[config.mk]
export PLATFORM = sky130hd
export DESIGN_NAME = spi_cmd_front
export DESIGN_NICKNAME = d
export VERILOG_FILES = /design/src/rtl/spi_cmd_pkg.sv /design/src/rtl/spi_in_sync.sv /design/src/rtl/spi_frame_rx.sv /design/src/rtl/spi_cmd_gate.sv /design/src/rtl/spi_stat_tx.sv /design/src/rtl/spi_cmd_front.sv
export SDC_FILE = /design/constraint.sdc
export NUM_CORES = 1
export LEC_CHECK = 0
export BUFFER_PORTS_ARGS = -buffer_cell sky130_fd_sc_hd__clkbuf_2
export CAP_MARGIN = 20
export CORE_ASPECT_RATIO = 0.8
export CORE_UTILIZATION = 58
export DETAILED_ROUTE_END_ITERATION = 8
export PLACE_DENSITY = 0.79
export SLEW_MARGIN = 40
export SYNTH_ARGS = -nofsm -noshare
export SYNTH_HDL_FRONTEND = slang
export SYNTH_SLANG_ARGS = --single-unit
[constraint.sdc]
create_clock -name clk -period 4.17 [get_ports clk]
set_clock_uncertainty 0.1 [all_clocks]
set_input_delay 0.417 -clock clk [delete_from_list [all_inputs] [get_ports clk]]
set_output_delay 0.417 -clock clk [all_outputs]
set_load 0.01 [all_outputs]
[src/rtl/spi_cmd_pkg.sv]
package spi_cmd_pkg;

  localparam logic [7:0] OP_WSTAT  = 8'h01;
  localparam logic [7:0] OP_PROG   = 8'h02;
  localparam logic [7:0] OP_RSTAT  = 8'h05;
  localparam logic [7:0] OP_WENA   = 8'h06;
  localparam logic [7:0] OP_ERS_SM = 8'h20;
  localparam logic [7:0] OP_ERS_CH = 8'hC7;
  localparam logic [7:0] OP_ERS_LG = 8'hD8;

  function automatic logic is_modify(input logic [7:0] op);
    return (op == OP_WSTAT) || (op == OP_PROG) || (op == OP_ERS_SM) ||
           (op == OP_ERS_CH) || (op == OP_ERS_LG);
  endfunction

  // Opcodes whose target region is subject to the protection flag
  function automatic logic is_guarded(input logic [7:0] op);
    return (op == OP_PROG) || (op == OP_ERS_SM) ||
           (op == OP_ERS_CH) || (op == OP_ERS_LG);
  endfunction

  function automatic logic [3:0] min_bytes(input logic [7:0] op);
    case (op)
      OP_PROG:              return 4'd5;
      OP_ERS_SM, OP_ERS_LG: return 4'd4;
      OP_WSTAT:             return 4'd2;
      default:              return 4'd1;
    endcase
  endfunction

endpackage

[src/rtl/spi_in_sync.sv]
module spi_in_sync (
  input  logic clk,
  input  logic rst_n,
  input  logic sclk,
  input  logic csn,
  input  logic mosi,
  output logic sclk_rise,
  output logic sclk_fall,
  output logic frame_act,
  output logic frame_start,
  output logic frame_end,
  output logic mosi_s
);

  logic sclk_r, sclk_rr, csn_r, csn_rr, mosi_r;

  always_ff @(posedge clk or negedge rst_n) begin
    if (!rst_n) begin
      sclk_r  <= 1'b0;
      sclk_rr <= 1'b0;
      csn_r   <= 1'b1;
      csn_rr  <= 1'b1;
      mosi_r  <= 1'b0;
    end else begin
      sclk_r  <= sclk;
      sclk_rr <= sclk_r;
      csn_r   <= csn;
      csn_rr  <= csn_r;
      mosi_r  <= mosi;
    end
  end

  assign frame_act   = ~csn_r;
  assign frame_start = ~csn_r & csn_rr;
  assign frame_end   = csn_r & ~csn_rr;
  assign sclk_rise   = sclk_r & ~sclk_rr & ~csn_r;
  assign sclk_fall   = ~sclk_r & sclk_rr & ~csn_r;
  assign mosi_s      = mosi_r;

endmodule

[src/rtl/spi_frame_rx.sv]
module spi_frame_rx #(
  parameter int CNT_W      = 16,
  parameter int ADDR_BYTES = 3
) (
  input  logic                    clk,
  input  logic                    rst_n,
  input  logic                    frame_start,
  input  logic                    sclk_rise,
  input  logic                    mosi_s,
  output logic [7:0]              op,
  output logic                    op_vld,
  output logic [8*ADDR_BYTES-1:0] addr,
  output logic [2:0]              bitpos,
  output logic [CNT_W-1:0]        nbytes
);

  localparam int AW = 8 * ADDR_BYTES;
  localparam logic [CNT_W-1:0] BYTES_MAX = {CNT_W{1'b1}};
  localparam logic [CNT_W-1:0] ADDR_LAST = CNT_W'(ADDR_BYTES);
  localparam logic [CNT_W-1:0] ONE       = CNT_W'(1);

  logic [6:0]       sh_q, sh_d;
  logic [7:0]       op_q, op_d;
  logic [AW-1:0]    addr_q, addr_d;
  logic [2:0]       pos_q, pos_d;
  logic [CNT_W-1:0] cnt_q, cnt_d;

  always_comb begin
    sh_d   = sh_q;
    op_d   = op_q;
    addr_d = addr_q;
    pos_d  = pos_q;
    cnt_d  = cnt_q;
    if (frame_start) begin
      pos_d  = 3'd0;
      cnt_d  = '0;
      addr_d = '0;
    end else if (sclk_rise) begin
      sh_d  = {sh_q[5:0], mosi_s};
      pos_d = pos_q + 3'd1;
      if (pos_q == 3'd7 && cnt_q != BYTES_MAX) cnt_d = cnt_q + ONE;
      if (pos_q == 3'd7 && cnt_q == '0) op_d = {sh_q, mosi_s};
      if (cnt_q != '0 && cnt_q <= ADDR_LAST) addr_d = {addr_q[AW-2:0], mosi_s};
    end
  end

  always_ff @(posedge clk or negedge rst_n) begin
    if (!rst_n) begin
      sh_q   <= '0;
      op_q   <= '0;
      addr_q <= '0;
      pos_q  <= 3'd0;
      cnt_q  <= '0;
    end else begin
      sh_q   <= sh_d;
      op_q   <= op_d;
      addr_q <= addr_d;
      pos_q  <= pos_d;
      cnt_q  <= cnt_d;
    end
  end

  assign op     = op_q;
  assign op_vld = (cnt_q != '0);
  assign addr   = addr_q;
  assign bitpos = pos_q;
  assign nbytes = cnt_q;

endmodule

[src/rtl/spi_cmd_gate.sv]
module spi_cmd_gate
  import spi_cmd_pkg::*;
#(
  parameter int CNT_W = 16,
  parameter int AW    = 24
) (
  input  logic             clk,
  input  logic             rst_n,
  input  logic             frame_end,
  input  logic [7:0]       op,
  input  logic             op_vld,
  input  logic [AW-1:0]    addr,
  input  logic [2:0]       bitpos,
  input  logic [CNT_W-1:0] nbytes,
  input  logic             prot_hit,
  input  logic             core_done,
  output logic             issue_vld,
  output logic [7:0]       issue_op,
  output logic [AW-1:0]    issue_addr,
  output logic [CNT_W-1:0] issue_nbytes,
  output logic             busy,
  output logic             wel
);

  logic judge, aligned, accept;
  logic busy_q, busy_d, wel_q, wel_d, vld_q;
  logic [7:0]       op_q;
  logic [AW-1:0]    addr_q;
  logic [CNT_W-1:0] cnt_q;

  always_comb begin
    judge   = frame_end && op_vld && !busy_q;
    aligned = (bitpos == 3'd0);
    accept  = judge && is_modify(op) && wel_q && aligned &&
              (nbytes >= CNT_W'(min_bytes(op))) &&
              !(prot_hit && is_guarded(op));
    wel_d = wel_q;
    if (judge) begin
      if (op == OP_WENA && aligned) wel_d = 1'b1;
      else if (is_modify(op))       wel_d = 1'b0;
    end
    busy_d = busy_q;
    if (accept)                 busy_d = 1'b1;
    else if (busy_q && core_done) busy_d = 1'b0;
  end

  always_ff @(posedge clk or negedge rst_n) begin
    if (!rst_n) begin
      busy_q <= 1'b0;
      wel_q  <= 1'b0;
      vld_q  <= 1'b0;
      op_q   <= '0;
      addr_q <= '0;
      cnt_q  <= '0;
    end else begin
      busy_q <= busy_d;
      wel_q  <= wel_d;
      vld_q  <= accept;
      if (accept) begin
        op_q   <= op;
        addr_q <= addr;
        cnt_q  <= nbytes;
      end
    end
  end

  assign issue_vld    = vld_q;
  assign issue_op     = op_q;
  assign issue_addr   = addr_q;
  assign issue_nbytes = cnt_q;
  assign busy         = busy_q;
  assign wel          = wel_q;

endmodule

[src/rtl/spi_stat_tx.sv]
module spi_stat_tx
  import spi_cmd_pkg::*;
(
  input  logic       clk,
  input  logic       rst_n,
  input  logic       frame_act,
  input  logic       sclk_fall,
  input  logic [7:0] op,
  input  logic       op_vld,
  input  logic [2:0] bitpos,
  input  logic       busy,
  input  logic       wel,
  output logic       miso
);

  logic [7:0] status;
  logic       miso_q, miso_d;

  always_comb begin
    status = {6'b0, wel, busy};
    miso_d = miso_q;
    if (!frame_act)
      miso_d = 1'b0;
    else if (sclk_fall)
      miso_d = (op_vld && op == OP_RSTAT) ? status[3'd7 - bitpos] : 1'b0;
  end

  always_ff @(posedge clk or negedge rst_n) begin
    if (!rst_n) miso_q <= 1'b0;
    else        miso_q <= miso_d;
  end

  assign miso = miso_q;

endmodule

[src/rtl/spi_cmd_front.sv]
module spi_cmd_front #(
  parameter int CNT_W      = 16,
  parameter int ADDR_BYTES = 3
) (
  input  logic                    clk,
  input  logic                    rst_n,
  input  logic                    spi_sclk,
  input  logic                    spi_csn,
  input  logic                    spi_mosi,
  output logic                    spi_miso,
  input  logic                    prot_hit,
  input  logic                    core_done,
  output logic                    issue_vld,
  output logic [7:0]              issue_op,
  output logic [8*ADDR_BYTES-1:0] issue_addr,
  output logic [CNT_W-1:0]        issue_nbytes,
  output logic                    busy
);

  localparam int AW = 8 * ADDR_BYTES;

  logic rst_meta, rst_sync;
  always_ff @(posedge clk or negedge rst_n) begin
    if (!rst_n) begin
      rst_meta <= 1'b0;
      rst_sync <= 1'b0;
    end else begin
      rst_meta <= 1'b1;
      rst_sync <= rst_meta;
    end
  end

  logic sclk_rise, sclk_fall, frame_act, frame_start, frame_end, mosi_s;
  logic [7:0]       op;
  logic             op_vld, wel;
  logic [AW-1:0]    addr;
  logic [2:0]       bitpos;
  logic [CNT_W-1:0] nbytes;

  spi_in_sync u_sync (
    .clk(clk), .rst_n(rst_sync), .sclk(spi_sclk), .csn(spi_csn), .mosi(spi_mosi),
    .sclk_rise(sclk_rise), .sclk_fall(sclk_fall), .frame_act(frame_act),
    .frame_start(frame_start), .frame_end(frame_end), .mosi_s(mosi_s)
  );

  spi_frame_rx #(.CNT_W(CNT_W), .ADDR_BYTES(ADDR_BYTES)) u_rx (
    .clk(clk), .rst_n(rst_sync), .frame_start(frame_start), .sclk_rise(sclk_rise),
    .mosi_s(mosi_s), .op(op), .op_vld(op_vld), .addr(addr), .bitpos(bitpos),
    .nbytes(nbytes)
  );

  spi_cmd_gate #(.CNT_W(CNT_W), .AW(AW)) u_gate (
    .clk(clk), .rst_n(rst_sync), .frame_end(frame_end), .op(op), .op_vld(op_vld),
    .addr(addr), .bitpos(bitpos), .nbytes(nbytes), .prot_hit(prot_hit),
    .core_done(core_done), .issue_vld(issue_vld), .issue_op(issue_op),
    .issue_addr(issue_addr), .issue_nbytes(issue_nbytes), .busy(busy), .wel(wel)
  );

  spi_stat_tx u_tx (
    .clk(clk), .rst_n(rst_sync), .frame_act(frame_act), .sclk_fall(sclk_fall),
    .op(op), .op_vld(op_vld), .bitpos(bitpos), .busy(busy), .wel(wel),
    .miso(spi_miso)
  );

endmodule

# Word-level counts from Yosys, hierarchy flattened
# Cells that the tools add are included.
[classes]
n_eq_ne = 9
addsub = 3
n_reduce_logical = 38
magnitude_cmp = 3
muxes = 18
n_bitwise = 11
[op_table]
columns = ["cell", "count"]
rows = [
  ["$mux 24", 3],
  ["$mux 16", 3],
  ["$add 16x1->16 const B", 1],
  ["$eq 8x3->1 const B", 2],
  ["$eq 8x8->1 const B", 2],
  ["$ge 16x3->1", 1],
  ["$le 16x2->1 const B", 1],
  ["$logic_not 16->1", 1],
  ["$ne 16x16->1 const B", 1],
  ["$reduce_bool 16->1", 1],
  ["$logic_and 1x1->1", 14],
  ["$reduce_bool 2->1", 6],
  ["$pmux 3 s3", 1],
  ["$eq 8x1->1 const B", 1],
  ["$eq 8x2->1 const B", 1],
  ["$eq 8x6->1 const B", 1],
  ["$mux 1", 8],
  ["$reduce_and 2->1", 4],
  ["$logic_or 1x1->1", 7],
  ["$and 1x1->1", 6],
  ["$mux 3", 2],
  ["$not 1->1", 5],
  ["$lt 3x4->1 const B", 1],
  ["$add 3x1->3 const B", 1],
  ["other kinds (7)", 8],
]
[totals]
input_bits = 7
reg_bits = 117
wordCells = 101
output_inout_bits = 51

# Depth between registers and ports, before layout
# Gate-level depths: netlist (run 1).
[logic_depth]
word_depth = 11
mapped_depth = 11
ltp_nobuf = 9

# Modules after synthesis
# Synthesis (run 1) repeated with hierarchy kept, for this count alone.
[hier_totals]
cells_unflattened = 395
hier_area_um2 = 5280.1
[by_module_without_submodules]
columns = ["module", "cells_each", "instances", "area_per_inst_um2", "seq_area_each_um2"]
rows = [
  ["spi_frame_rx", 216, 1, 2592.5, 1451.4],
  ["spi_cmd_gate", 158, 1, 2379.8, 1276.2],
  ["spi_in_sync", 10, 1, 160.2, 127.6],
  ["spi_stat_tx", 8, 1, 93.8, 25.0],
  ["spi_cmd_front", 3, 1, 53.8, 50.0],
]

# Worst setup path before layout (run 1)
# No wires, ideal clock.
[synth_path]
kind = "register to register"
startpoint = "register u_rx.op_q[4], in the netlist u_rx.op[4]"
endpoint = "register u_gate.cnt_q[6], in the netlist u_gate.issue_nbytes[6]"
stages_incl_launch_ff = 12
setup_ns = 0.128
t_arrival_ns = 2.908
setup_slack_ns = 1.034
path_buffers = 2
cell_sequence = "dfrtp_1 -> or4_1 -> o21ai_1 -> nand3_1 -> ha_1 -> nand2b_1 -> a21o_1 -> a211oi_1 -> nor4b_4 -> buf_4 -> buf_6 -> mux2_1"
[synth_via]
elab_chain_cells = 10
elab_cells_between_ends = 22
[synth_rtl]
columns = ["element", "line_no", "rtl"]
rows = [
  ["start: declaration", "spi_frame_rx.sv:23", "logic [7:0] op_q, op_d;"],
  ["start signal: assignment", "spi_frame_rx.sv:56", "op_q <= op_d;"],
  ["branches (longest 9 deep; another with $ge 16x3->1)", "-", ""],
  ["$logic_and 1x1->1 (*)", "spi_cmd_gate.sv:35", "(nbytes >= CNT_W'(min_bytes(op))) &&"],
  ["end signal: assignment", "spi_cmd_gate.sv:62", "cnt_q <= nbytes;"],
  ["end: declaration", "spi_cmd_gate.sv:29", "logic [CNT_W-1:0] cnt_q;"],
]
# Mark *: on every way between the ends.
# A chain may end at the register's enable or synchronous reset.

# Worst setup path in the final report (run 1)
[layout_path]
startpoint = "register u_rx.op_q[7], in the netlist u_rx.op[7]"
endpoint = "register u_gate.cnt_q[4], in the netlist u_gate.issue_nbytes[4]"
# The elaborated chain is that of the path after synthesis.

==> results of run 1 <==
layer usage:
metal  up-vias  track usage  part of all wire
li1       1572            -                 -
met1      1715        0.338              0.47
met2        88        0.383              0.47
met3        22       0.0646             0.037
met4         0        0.106             0.024
met5         -            0                 0
flip-flops by register name, summed over array words and instances, names as in the netlist, 3 cells and up:
register / flops
u_rx.bitpos: 3
u_gate.issue_nbytes: 16
u_gate.issue_op: 8
u_gate.issue_addr: 24
u_rx.op: 8
u_rx.nbytes: 16
u_rx.sh_q: 7
u_rx.addr: 24
layout by cell type (no fill, tap or decap), types with 4 or more instances in the layout:
| cell | count |
|---|---|
| clkbuf_2 | 57 |
| mux2i_1 | 26 |
| buf_4 | 4 |
| a21oi_1 | 5 |
| and3_1 | 7 |
| o21ai_0 | 8 |
| inv_1 | 10 |
| nor2_1 | 45 |
| ha_1 | 8 |
| clkinvlp_4 | 6 |
| dlygate4sd3_1 | 4 |
| nor4_1 | 6 |
| xnor2_1 | 7 |
| nand3_1 | 7 |
| mux2_1 | 9 |
| nand2_1 | 13 |
| clkbuf_16 | 16 |
| mux2_2 | 54 |
| dfrtp_1 | 114 |
| xor2_1 | 6 |
| nand4_1 | 9 |
power groups by stage:
stage	sequential [mW]	clock, mW	combinational [mW]
2_1_floorplan	1.21	0	0.0402
3_3_place_gp	1.22	0	0.0537
3_5_place_dp	1.21	0	0.0716
4_1_cts	1.19	1.42	0.0747
5_1_grt	1.20	1.48	0.0840
6_report	1.19	1.40	0.0731
critical path, stage by stage (launching register included):
cell,delay (ns)
dfrtp_1,0.47
or4_1,0.54
o21ai_1,0.24
nand3_1,0.11
ha_1,0.29
nand2b_1,0.10
a21o_1,0.15
a211oi_1,0.13
nor4b_4,0.61
buf_4,0.57
mux2_2,0.41
final timing paths:
check                      startpoint                      to  slack, ns  cells past startpoint
max in group asynchronous    rst_sync      u_gate.issue_op[0]       2.92                      2
min in group asynchronous       rst_n                rst_meta       0.12                      2
setup / recovery           u_rx.op[7]  u_gate.issue_nbytes[4]       0.30                     10
hold / removal              core_done             u_gate.busy       0.08                      3
setup reg to reg           u_rx.op[7]  u_gate.issue_nbytes[4]       0.30                     10
hold reg to reg              rst_sync         u_rx.nbytes[14]       0.17                      0
cells by family (layout without fill, tap and decap cells):
kind of cell,Yosys count,count (layout),synth area share
flip-flops,117,117,0.578
adder cells (fa/ha/maj),8,8,0.0197
XOR/XNOR,13,13,0.0225
other,1,1,0.000740
AND/OR/NAND/NOR,115,115,0.122
multiplexers,89,89,0.191
buffers and inverters,26,109,0.0237
AO/OA/AOI/OAI,32,32,0.0420
stage by stage:
stage	util	setup WS (ns)	hold WS, ns
floorplan	-	0.573	0.0214
global placement	0.643	0.518	0.103
detailed placement	0.648	0.413	0.107
CTS	0.721	0.336	0.0621
global route	0.721	0.0918	0.0754
finish	0.721	0.302	0.0772
synthesized netlist by cell type (2+ instances only):
master,count
a211oi_1,3
a21o_1,2
a21oi_1,5
a22oi_1,2
and2_1,3
and3_1,7
and4_1,3
buf_2,3
buf_4,3
clkbuf_1,9
dfrtp_1,115
dfstp_2,2
ha_1,8
inv_1,10
mux2_1,9
mux2_2,54
mux2i_1,26
nand2_1,13
nand2b_1,3
nand3_1,7
nand4_1,9
nor2_1,45
nor2b_1,3
nor4_1,6
nor4b_1,2
o211ai_1,3
o21ai_0,8
or3_1,2
or3b_2,3
or4_1,2
xnor2_1,7
xor2_1,6
area by class of cell:
type	instances	share of cell area
multi-input cells	258	0.332
inverters	10	0.00613
repair buffers	67	0.0646
flip-flops and latches	117	0.480
clock buffers	18	0.0699
well taps	112	0.0229
clock inverters	14	0.0249
==> implementation parameters, run 1 <==
Parameter                              Value

CTS
  Maximum level of the CTS H-tree    4
  Reg clk slew, reported paths    0.06 ns
  Cell at the root of the clock tree    clkbuf_8
  Clock network latency to the later pin of the worst-skew pair    0.51 ns
  Number of post-CTS setup repair buffers    0
  Maximum clock path buffer count    2
  Hold Buf Count CTS    4
  Total clock sinks    117
  TritonCTS clock tree    done
  Post-CTS sizing    0
  Number of buffers inserted during clock tree synthesis    17

Placement
  DPL Wire Length    6430 µm
  Area of placed instances    5500 µm²
  Number of port buffers    57
  Routability-driven placement congestion ratio    0.859
  Placed Cells    560

Timing
  Setup violators final    0
  Transition at the pin with the smallest max-transition slack    0.877 ns
  Post-route setup TNS    0 ns
  Number of endpoints with negative hold slack in the final report    0
  Post-route minimum period    3.87 ns
  Final cycle utilization of the critical path    0.928
  Headroom to the max-slew limit    0.407
  Max Freq    259 MHz
  Slew Limit Fails    0
  Unrepaired setup endpoints after global routing    false

Synthesis
  Most used DFF post-synth    dfrtp_1
  Ys async rst share    1.00
  Avg Inst Size Synth    12.6 µm²
  Number of standard cells after synthesis    401
  Top cells by area, synth    dfrtp_1 57%, mux2_2 12%, mux2i_1 5.1%
  #FFs+latches synth    117
  Synthesized Nets    416
  Distinct cell type count after synthesis    50
  Cell area after synthesis    5070 µm²
  Yosys top cell area share    0.568
  Number of enable-type register cells in the synthesized netlist    0
  Synth area leader    dfrtp_1
  Share of the yosys chip area belonging to registers    0.578
  Number of warning messages in the yosys log    0

GRT
  Wire length of the first global-routing pass    17200 µm
  Grt total ovfl    0
  Tot GR Track Use    0.249
  Largest net degree at the start of global routing    42
  Number of global-route vias before repair    3379
  Initial antenna violation count    0

Power and ir drop
  Leak Pwr    3.02 nW
  Net switching power    0.604 mW
  Total internal power    2.07 mW
  Total power after layout    2.67 mW
  Part of the total power dissipated in the clock network    0.526
  Sequential share of power    0.447
  Switch share    0.226
  Power density over cell area    436 nW/µm²
  Worst voltage drop across the vdd grid    0.304 mV
  Combinational Power Share    0.027

Drt
  Routed len/inst    17.4 µm
  First drt pass iteration count    4
  Post-detailed-routing wire length    10400 µm
  Antenna Nets Post-Route    0
  DR iter-0 viols    198
  Drt via density    5.70
  Count of unresolved DRC violations after routing    0
  Total number of vias    3397

Floorplan
  Die Footprint    9120 µm²
  Ports placed on the boundary    58
  Row Count    30
  Die H    85.6 µm
  Area of the core    8480 µm²
  Initial Util    0.598
  Die width    107 µm

Finish
  Diode count    0
  Multi-input gate area    2030 µm²
  Filler Cells Inserted    591
  Number of nets in the layout    486
  Layout Cell Area excl Fill    6120 µm²
  Post-Layout Cell Count    596
  Combined flip-flop and latch cell area    2930 µm²
  Signed area change from the synthesized netlist to the final layout    20.7%
  Fraction of final layout cells sized beyond drive strength 1    0.333

Run status
  Status    completed

Flow run
  Max Cap Viol    0

Critical path
  Worst-path fanout max    41
  Category of the most critical setup path    reg -> reg
  Endpoint class of the critical path    flop
  Data arrival time of the worst path    4.16 ns
  Startpoint class of the critical path    flop
  Critical path required time    4.46 ns

Hold path
  Min-delay worst type    in -> reg
Note: power is estimated with default switching activity, not from simulation.
==> run 2: changes to the inputs <==
CORE_UTILIZATION = 60   (was 58)
CTS_BUF_LIST = sky130_fd_sc_hd__clkbuf_2 sky130_fd_sc_hd__clkbuf_4 sky130_fd_sc_hd__clkbuf_8   (was unset)
PLACE_DENSITY = 0.81   (was 0.79)
==> run 2 against run 1 <==
Against the previous run: wire length decreased by 8.4%; clock power shrank 24%; die area fell by 3.3%; first-iteration DRC count fell by 45%; clock-buffer cell count unchanged; flip-flop and latch count did not move; critical path type unchanged.
==> implementation parameters, run 2 (same netlist as run 1, synthesis figures left out) <==
Parameter                              Value

Drt
  Post-detailed-routing wire length    9500 µm (was 10400 µm)
  Antenna Nets Post-Route    0 (unchanged)
  Count of unresolved DRC violations after routing    0 (unchanged)
  Total number of vias    3370 (was 3397)
  Routed len/inst    16.1 µm (was 17.4 µm)
  Drt via density    5.70 (about the same)
  First drt pass iteration count    4 (unchanged)
  DR iter-0 viols    108 (was 198)

GRT
  Largest net degree at the start of global routing    54 (was 42)
  Number of global-route vias before repair    3269 (was 3379)
  Initial antenna violation count    0 (unchanged)
  Tot GR Track Use    0.236 (was 0.249)
  Grt total ovfl    0 (unchanged)
  Wire length of the first global-routing pass    16000 µm (was 17200 µm)

Critical path
  Endpoint of the worst register-to-register path    u_gate.issue_nbytes[7] (was u_gate.issue_nbytes[4])
  Category of the most critical setup path    reg -> reg (unchanged)
  Startpoint class of the critical path    flop (unchanged)
  R2R Setup Slk    0.85 ns (was 0.30 ns)
  Data arrival time of the worst path    3.52 ns (was 4.16 ns)
  Worst-path fanout max    28 (was 41)
  FF-to-FF Start    u_rx.op[4] (was u_rx.op[7])
  Endpoint class of the critical path    flop (unchanged)
  Critical path required time    4.37 ns (was 4.46 ns)
  R2R cell count    10 (unchanged)

Hold path
  Min-delay worst type    in -> reg (unchanged)
  Hold-critical path endpoint    u_gate.busy (unchanged)
  Cells on Worst Hold Path    3 (unchanged)
  Launch instance of the worst min-delay path    core_done (unchanged)

Power and ir drop
  Power density over cell area    393 nW/µm² (was 436 nW/µm²)
  Leak Pwr    2.94 nW (was 3.02 nW)
  Worst voltage drop across the vdd grid    0.348 mV (was 0.304 mV)

Finish
  Number of nets in the layout    486 (unchanged)
  Filler Cells Inserted    601 (was 591)
  Diode count    0 (unchanged)
  Signed area change from the synthesized netlist to the final layout    16.6% (was 20.7%)
  Commonest non-fill, non-tap cell in the layout    dfrtp_1 (unchanged)
  Fraction of final layout cells sized beyond drive strength 1    0.331 (was 0.333)
  Most used cells in the layout excluding fill and tap cells    114 x dfrtp_1, 57 x clkbuf_2, 54 x mux2_2 (unchanged)
  Layout Cell Area excl Fill    5910 µm² (was 6120 µm²)

CTS
  Total clock sinks    117 (unchanged)
  TritonCTS clock tree    done (unchanged)
  Number of post-CTS setup repair buffers    0 (unchanged)
  Maximum level of the CTS H-tree    4 (unchanged)
  Maximum clock path buffer count    2 (unchanged)
  Clock network latency to the later pin of the worst-skew pair    0.43 ns (was 0.51 ns)
  Number of buffers inserted during clock tree synthesis    17 (unchanged)
  Reg clk slew, reported paths    0.07 ns (was 0.06 ns)
  Cell at the root of the clock tree    clkbuf_8 (unchanged)

Timing
  Final cycle utilization of the critical path    0.796 (was 0.928)
  Max Freq    301 MHz (was 259 MHz)
  Setup violators final    0 (unchanged)
  Unrepaired setup endpoints after global routing    false (unchanged)
  PnR worst setup slack    0.852 ns (was 0.302 ns)
  Slew Limit Fails    0 (unchanged)
  Number of endpoints with negative hold slack in the final report    0 (unchanged)
  Transition at the pin with the smallest max-transition slack    0.862 ns (was 0.877 ns)
  Headroom to the max-slew limit    0.417 (was 0.407)
  Post-route minimum period    3.32 ns (was 3.87 ns)
  Post-route setup TNS    0 ns (unchanged)

Floorplan
  Row Count    29 (was 30)
  Die width    105 µm (was 107 µm)
  Area of the core    8060 µm² (was 8480 µm²)
  Die Footprint    8820 µm² (was 9120 µm²)
  Ports placed on the boundary    58 (unchanged)
  Die H    84.2 µm (was 85.6 µm)
  Initial Util    0.629 (was 0.598)

Placement
  DP Worst Slack    0.868 ns (was 0.413 ns)
  Area of placed instances    5470 µm² (was 5500 µm²)
  DPL Wire Length    6330 µm (was 6430 µm)
  Number of port buffers    57 (unchanged)
  Routability-driven placement congestion ratio    0.859 (about the same)

Run status
  Status    completed (unchanged)

Flow run
  Max Cap Viol    0 (unchanged)
run 2: final cells by class:
cell class | count | area, µm² | area share
timing repair buffer | 67 | 370 | 0.0626
sequential | 117 | 2930 | 0.496
inverter | 10 | 37.5 | 0.00635
tap | 108 | 135 | 0.0229
clock inverter | 13 | 158 | 0.0267
multi-input combinational | 258 | 2030 | 0.343
clock buffer | 18 | 248 | 0.0419
run 2: worst max-delay path, cell delays in order, from the launching register on:
cell	delay (ns)
dfrtp_1	0.44
or4_1	0.56
o21ai_1	0.22
nand3_1	0.11
ha_1	0.28
nand2b_1	0.14
a21o_1	0.17
a211oi_1	0.45
nor4b_4	0.10
buf_4	0.27
mux2_1	0.35
run 2: where the power goes:
part	internal, mW	total, mW	switching, mW
clock	0.600	1.06	0.458
sequential	1.16	1.20	0.0358
combinational	0.0309	0.0674	0.0365
run 2: per-stage QoR:
stage	hold WS, ns	util	cells	power (mW)
floorplan	0.0214	-	401	1.25
global placement	0.104	0.679	556	1.28
detailed placement	0.104	0.679	556	1.28
CTS	0.124	0.734	591	2.35
global route	0.162	0.734	591	2.41
finish	0.145	0.734	591	2.32
run 2: worst max path at each step:
stage | endpoint | slack (ns) | cells after the start | from
2_1_floorplan | u_gate.busy | 0.57 | 0 | rst_sync
3_3_place_gp | u_gate.issue_nbytes[13] | 0.97 | 10 | u_rx.op[4]
3_5_place_dp | u_gate.issue_nbytes[7] | 0.87 | 10 | u_rx.op[4]
4_1_cts | u_gate.issue_nbytes[7] | 0.85 | 10 | u_rx.op[4]
5_1_grt | u_gate.issue_nbytes[11] | 0.68 | 10 | u_rx.op[4]
6_report | u_gate.issue_nbytes[7] | 0.85 | 10 | u_rx.op[4]
run 2: routing by layer:
layer | vias to the layer above | routed length, µm | GRT usage
li1 | 1564 | - | -
met1 | 1701 | 4350 | 0.326
met2 | 89 | 4560 | 0.359
met3 | 16 | 438 | 0.0652
met4 | 0 | 150 | 0.0922
met5 | - | 0 | 0
run 2: timing repair:
action,CTS,global route
gates resized for setup,0,0
endpoints found under the hold margin,5,0
hold buffers,4,0
==> run 3: changes to the inputs <==
CORE_UTILIZATION = 54   (was 60)
PLACE_DENSITY = 0.77   (was 0.81)
clock period = 2.93 ns   (was 4.17 ns; I/O delays follow)
==> run 3 against run 2 <==
Against the previous run: the run now ends with negative setup slack left; final cell count up 5.8%; hold slack worse by 0.10 ns; fmax up 7.2%; clock power up 52%; largest cell class unchanged; via count up 1.8%; global-route usage down 0.57 points; utilization down 2.9 points.
==> implementation parameters, run 3 (same netlist as run 1, synthesis figures left out) <==
Parameter                              Value

Finish
  Most used cells in the layout excluding fill and tap cells    114 x dfrtp_1, 57 x clkbuf_2, 45 x nor2_1 (was 114 x dfrtp_1, 57 x clkbuf_2, 54 x mux2_2)
  Commonest non-fill, non-tap cell in the layout    dfrtp_1 (unchanged)
  Diode count    0 (unchanged)
  Final design utilization    0.705 (was 0.734)
  Fraction of final layout cells sized beyond drive strength 1    0.394 (was 0.331)
  Post-Layout Cell Count    625 (was 591)
  Filler Cells Inserted    631 (was 601)
  Layout Cell Area excl Fill    6400 µm² (was 5910 µm²)
  Signed area change from the synthesized netlist to the final layout    26.2% (was 16.6%)
  Number of nets in the layout    513 (was 486)

Power and ir drop
  Power density over cell area    533 nW/µm² (was 393 nW/µm²)
  Total power after layout    3.41 mW (was 2.32 mW)
  Net switching power    0.728 mW (was 0.531 mW)
  Total internal power    2.68 mW (was 1.79 mW)
  Leak Pwr    3.15 nW (was 2.94 nW)
  Worst voltage drop across the vdd grid    0.350 mV (was 0.348 mV)
  Combinational Power Share    0.032 (was 0.029)
  Switch share    0.214 (was 0.228)
  Sequential share of power    0.497 (was 0.515)
  Part of the total power dissipated in the clock network    0.471 (was 0.456)

Timing
  Final cycle utilization of the critical path    1.06 (was 0.796)
  Post-route setup TNS    -6.44 ns (was 0 ns)
  Transition at the pin with the smallest max-transition slack    0.498 ns (was 0.862 ns)
  Number of endpoints with negative hold slack in the final report    0 (unchanged)
  Hold WS    0.0410 ns (was 0.145 ns)
  Slew Limit Fails    0 (unchanged)
  Post-route minimum period    3.10 ns (was 3.32 ns)
  Max Freq    323 MHz (was 301 MHz)
  Unrepaired setup endpoints after global routing    true (was false)
  Headroom to the max-slew limit    0.665 (was 0.417)
  Setup violators final    49 (was 0)
  PnR worst setup slack    -0.165 ns (was 0.852 ns)

GRT
  Largest net degree at the start of global routing    62 (was 54)
  Tot GR Track Use    0.230 (was 0.236)
  Grt total ovfl    0 (unchanged)
  Wire length of the first global-routing pass    16400 µm (was 16000 µm)
  Number of global-route vias before repair    3292 (was 3269)
  Initial antenna violation count    0 (unchanged)

Drt
  Total number of vias    3430 (was 3370)
  First drt pass iteration count    4 (unchanged)
  DR iter-0 viols    168 (was 108)
  Drt via density    5.49 (was 5.70)
  Post-detailed-routing wire length    10600 µm (was 9500 µm)
  Count of unresolved DRC violations after routing    0 (unchanged)
  Routed len/inst    16.9 µm (was 16.1 µm)
  Antenna Nets Post-Route    0 (unchanged)

Placement
  Number of port buffers    57 (unchanged)
  Area of placed instances    5600 µm² (was 5470 µm²)
  DPL Wire Length    6590 µm (was 6330 µm)
  DP Worst Slack    -0.168 ns (was 0.868 ns)
  Placed Cells    575 (was 556)
  Routability-driven placement congestion ratio    0.862 (was 0.859)

Critical path
  Cell breakdown of the critical path    or4_4 > o21ai_2 > nand3_1 > ha_1 > nand2b_4 > a21o_1 > a211oi_4 > nor4b_4 > buf_4 > clkbuf_16 > mux2_4 (was or4_1 > o21ai_1 > nand3_1 > ha_1 > nand2b_1 > a21o_1 > a211oi_1 > nor4b_4 > buf_4 > mux2_1)
  Highest cell delay on the worst timing path    0.57 ns (was 0.56 ns)
  Data arrival time of the worst path    3.32 ns (was 3.52 ns)
  Crit-path slowest cell    or4_4 (was or4_1)
  Worst-path fanout max    7 (was 28)
  Endpoint class of the critical path    flop (unchanged)
  Category of the most critical setup path    reg -> reg (unchanged)
  Startpoint class of the critical path    flop (unchanged)
  R2R cell count    11 (was 10)
  Critical path required time    3.15 ns (was 4.37 ns)

CTS
  Total clock sinks    117 (unchanged)
  Maximum clock path buffer count    2 (unchanged)
  Cell at the root of the clock tree    clkbuf_8 (unchanged)
  Reg clk slew, reported paths    0.07 ns (about the same)
  Maximum level of the CTS H-tree    4 (unchanged)
  TritonCTS clock tree    done (unchanged)
  Number of buffers inserted during clock tree synthesis    17 (unchanged)
  Clock network latency to the later pin of the worst-skew pair    0.44 ns (was 0.43 ns)

Hold path
  Min-delay worst type    in -> reg (unchanged)
  Cells on Worst Hold Path    3 (unchanged)

Floorplan
  Die width    110 µm (was 105 µm)
  Row Count    31 (was 29)
  Initial Util    0.559 (was 0.629)
  Die Footprint    9780 µm² (was 8820 µm²)
  Ports placed on the boundary    58 (unchanged)
  Area of the core    9080 µm² (was 8060 µm²)
  Die H    88.7 µm (was 84.2 µm)

Flow run
  Max Cap Viol    0 (unchanged)

Run status
  Status    complete, but fails checks (was completed)
  Failing checks    negative setup slack
run 3: layout make-up:
cell class,count,area (µm²),share of cell area
well taps,115,144,0.0225
repair buffers,94,676,0.106
inverters,10,37.5,0.00587
clock buffers,22,278,0.0434
clock inverters,9,153,0.0239
multi-input cells,258,2180,0.340
flip-flops and latches,117,2930,0.459
run 3: final timing paths:
path / slack, ns / endpoint / start
max: -0.17 / u_gate.issue_nbytes[5] / u_rx.op[4]
min: 0.04 / u_gate.busy / core_done
max reg2reg: -0.17 / u_gate.issue_nbytes[5] / u_rx.op[4]
min reg2reg: 0.13 / u_gate.issue_nbytes[8] / rst_sync
max in group asynchronous: 1.81 / u_rx.addr[7] / rst_sync
min in group asynchronous: 0.08 / rst_sync / rst_n
run 3: per-layer routing:
| layer | global-route usage | part of all wire | vias up |
|---|---|---|---|
| li1 | - | - | 1625 |
| met1 | 0.321 | 0.47 | 1681 |
| met2 | 0.326 | 0.45 | 103 |
| met3 | 0.0729 | 0.054 | 21 |
| met4 | 0.109 | 0.020 | 0 |
| met5 | 0 | 0 | - |
run 3: power groups by stage:
stage | registers [mW] | clock network (mW) | logic (mW)
floorplan | 1.73 | 0 | 0.0573
global placement | 1.73 | 0 | 0.0871
detailed placement | 1.74 | 0 | 0.0929
CTS | 1.71 | 1.63 | 0.0981
global route | 1.70 | 1.70 | 0.123
finish | 1.70 | 1.61 | 0.108
run 3: what timing repair did:
action / CTS / global route
hold endpoints to repair: 5 / 0
gates cloned: 2 / 1
setup endpoints to repair: 48 / 49
resized for setup: 13 / 24
setup buffers: 10 / 2
pin swaps: 7 / 8
hold buffers: 4 / 0
run 3: critical path: cells and delay by family, from the launching register on:
| kind | cells | cell delay [ns] |
|---|---|---|
| muxes | 1 | 0.30 |
| buffers and inverters | 2 | 0.38 |
| and+or+nand+nor | 4 | 1.11 |
| AOI/OAI and AO/OA | 3 | 0.39 |
| DFF | 1 | 0.40 |
| adders and majority gates | 1 | 0.30 |
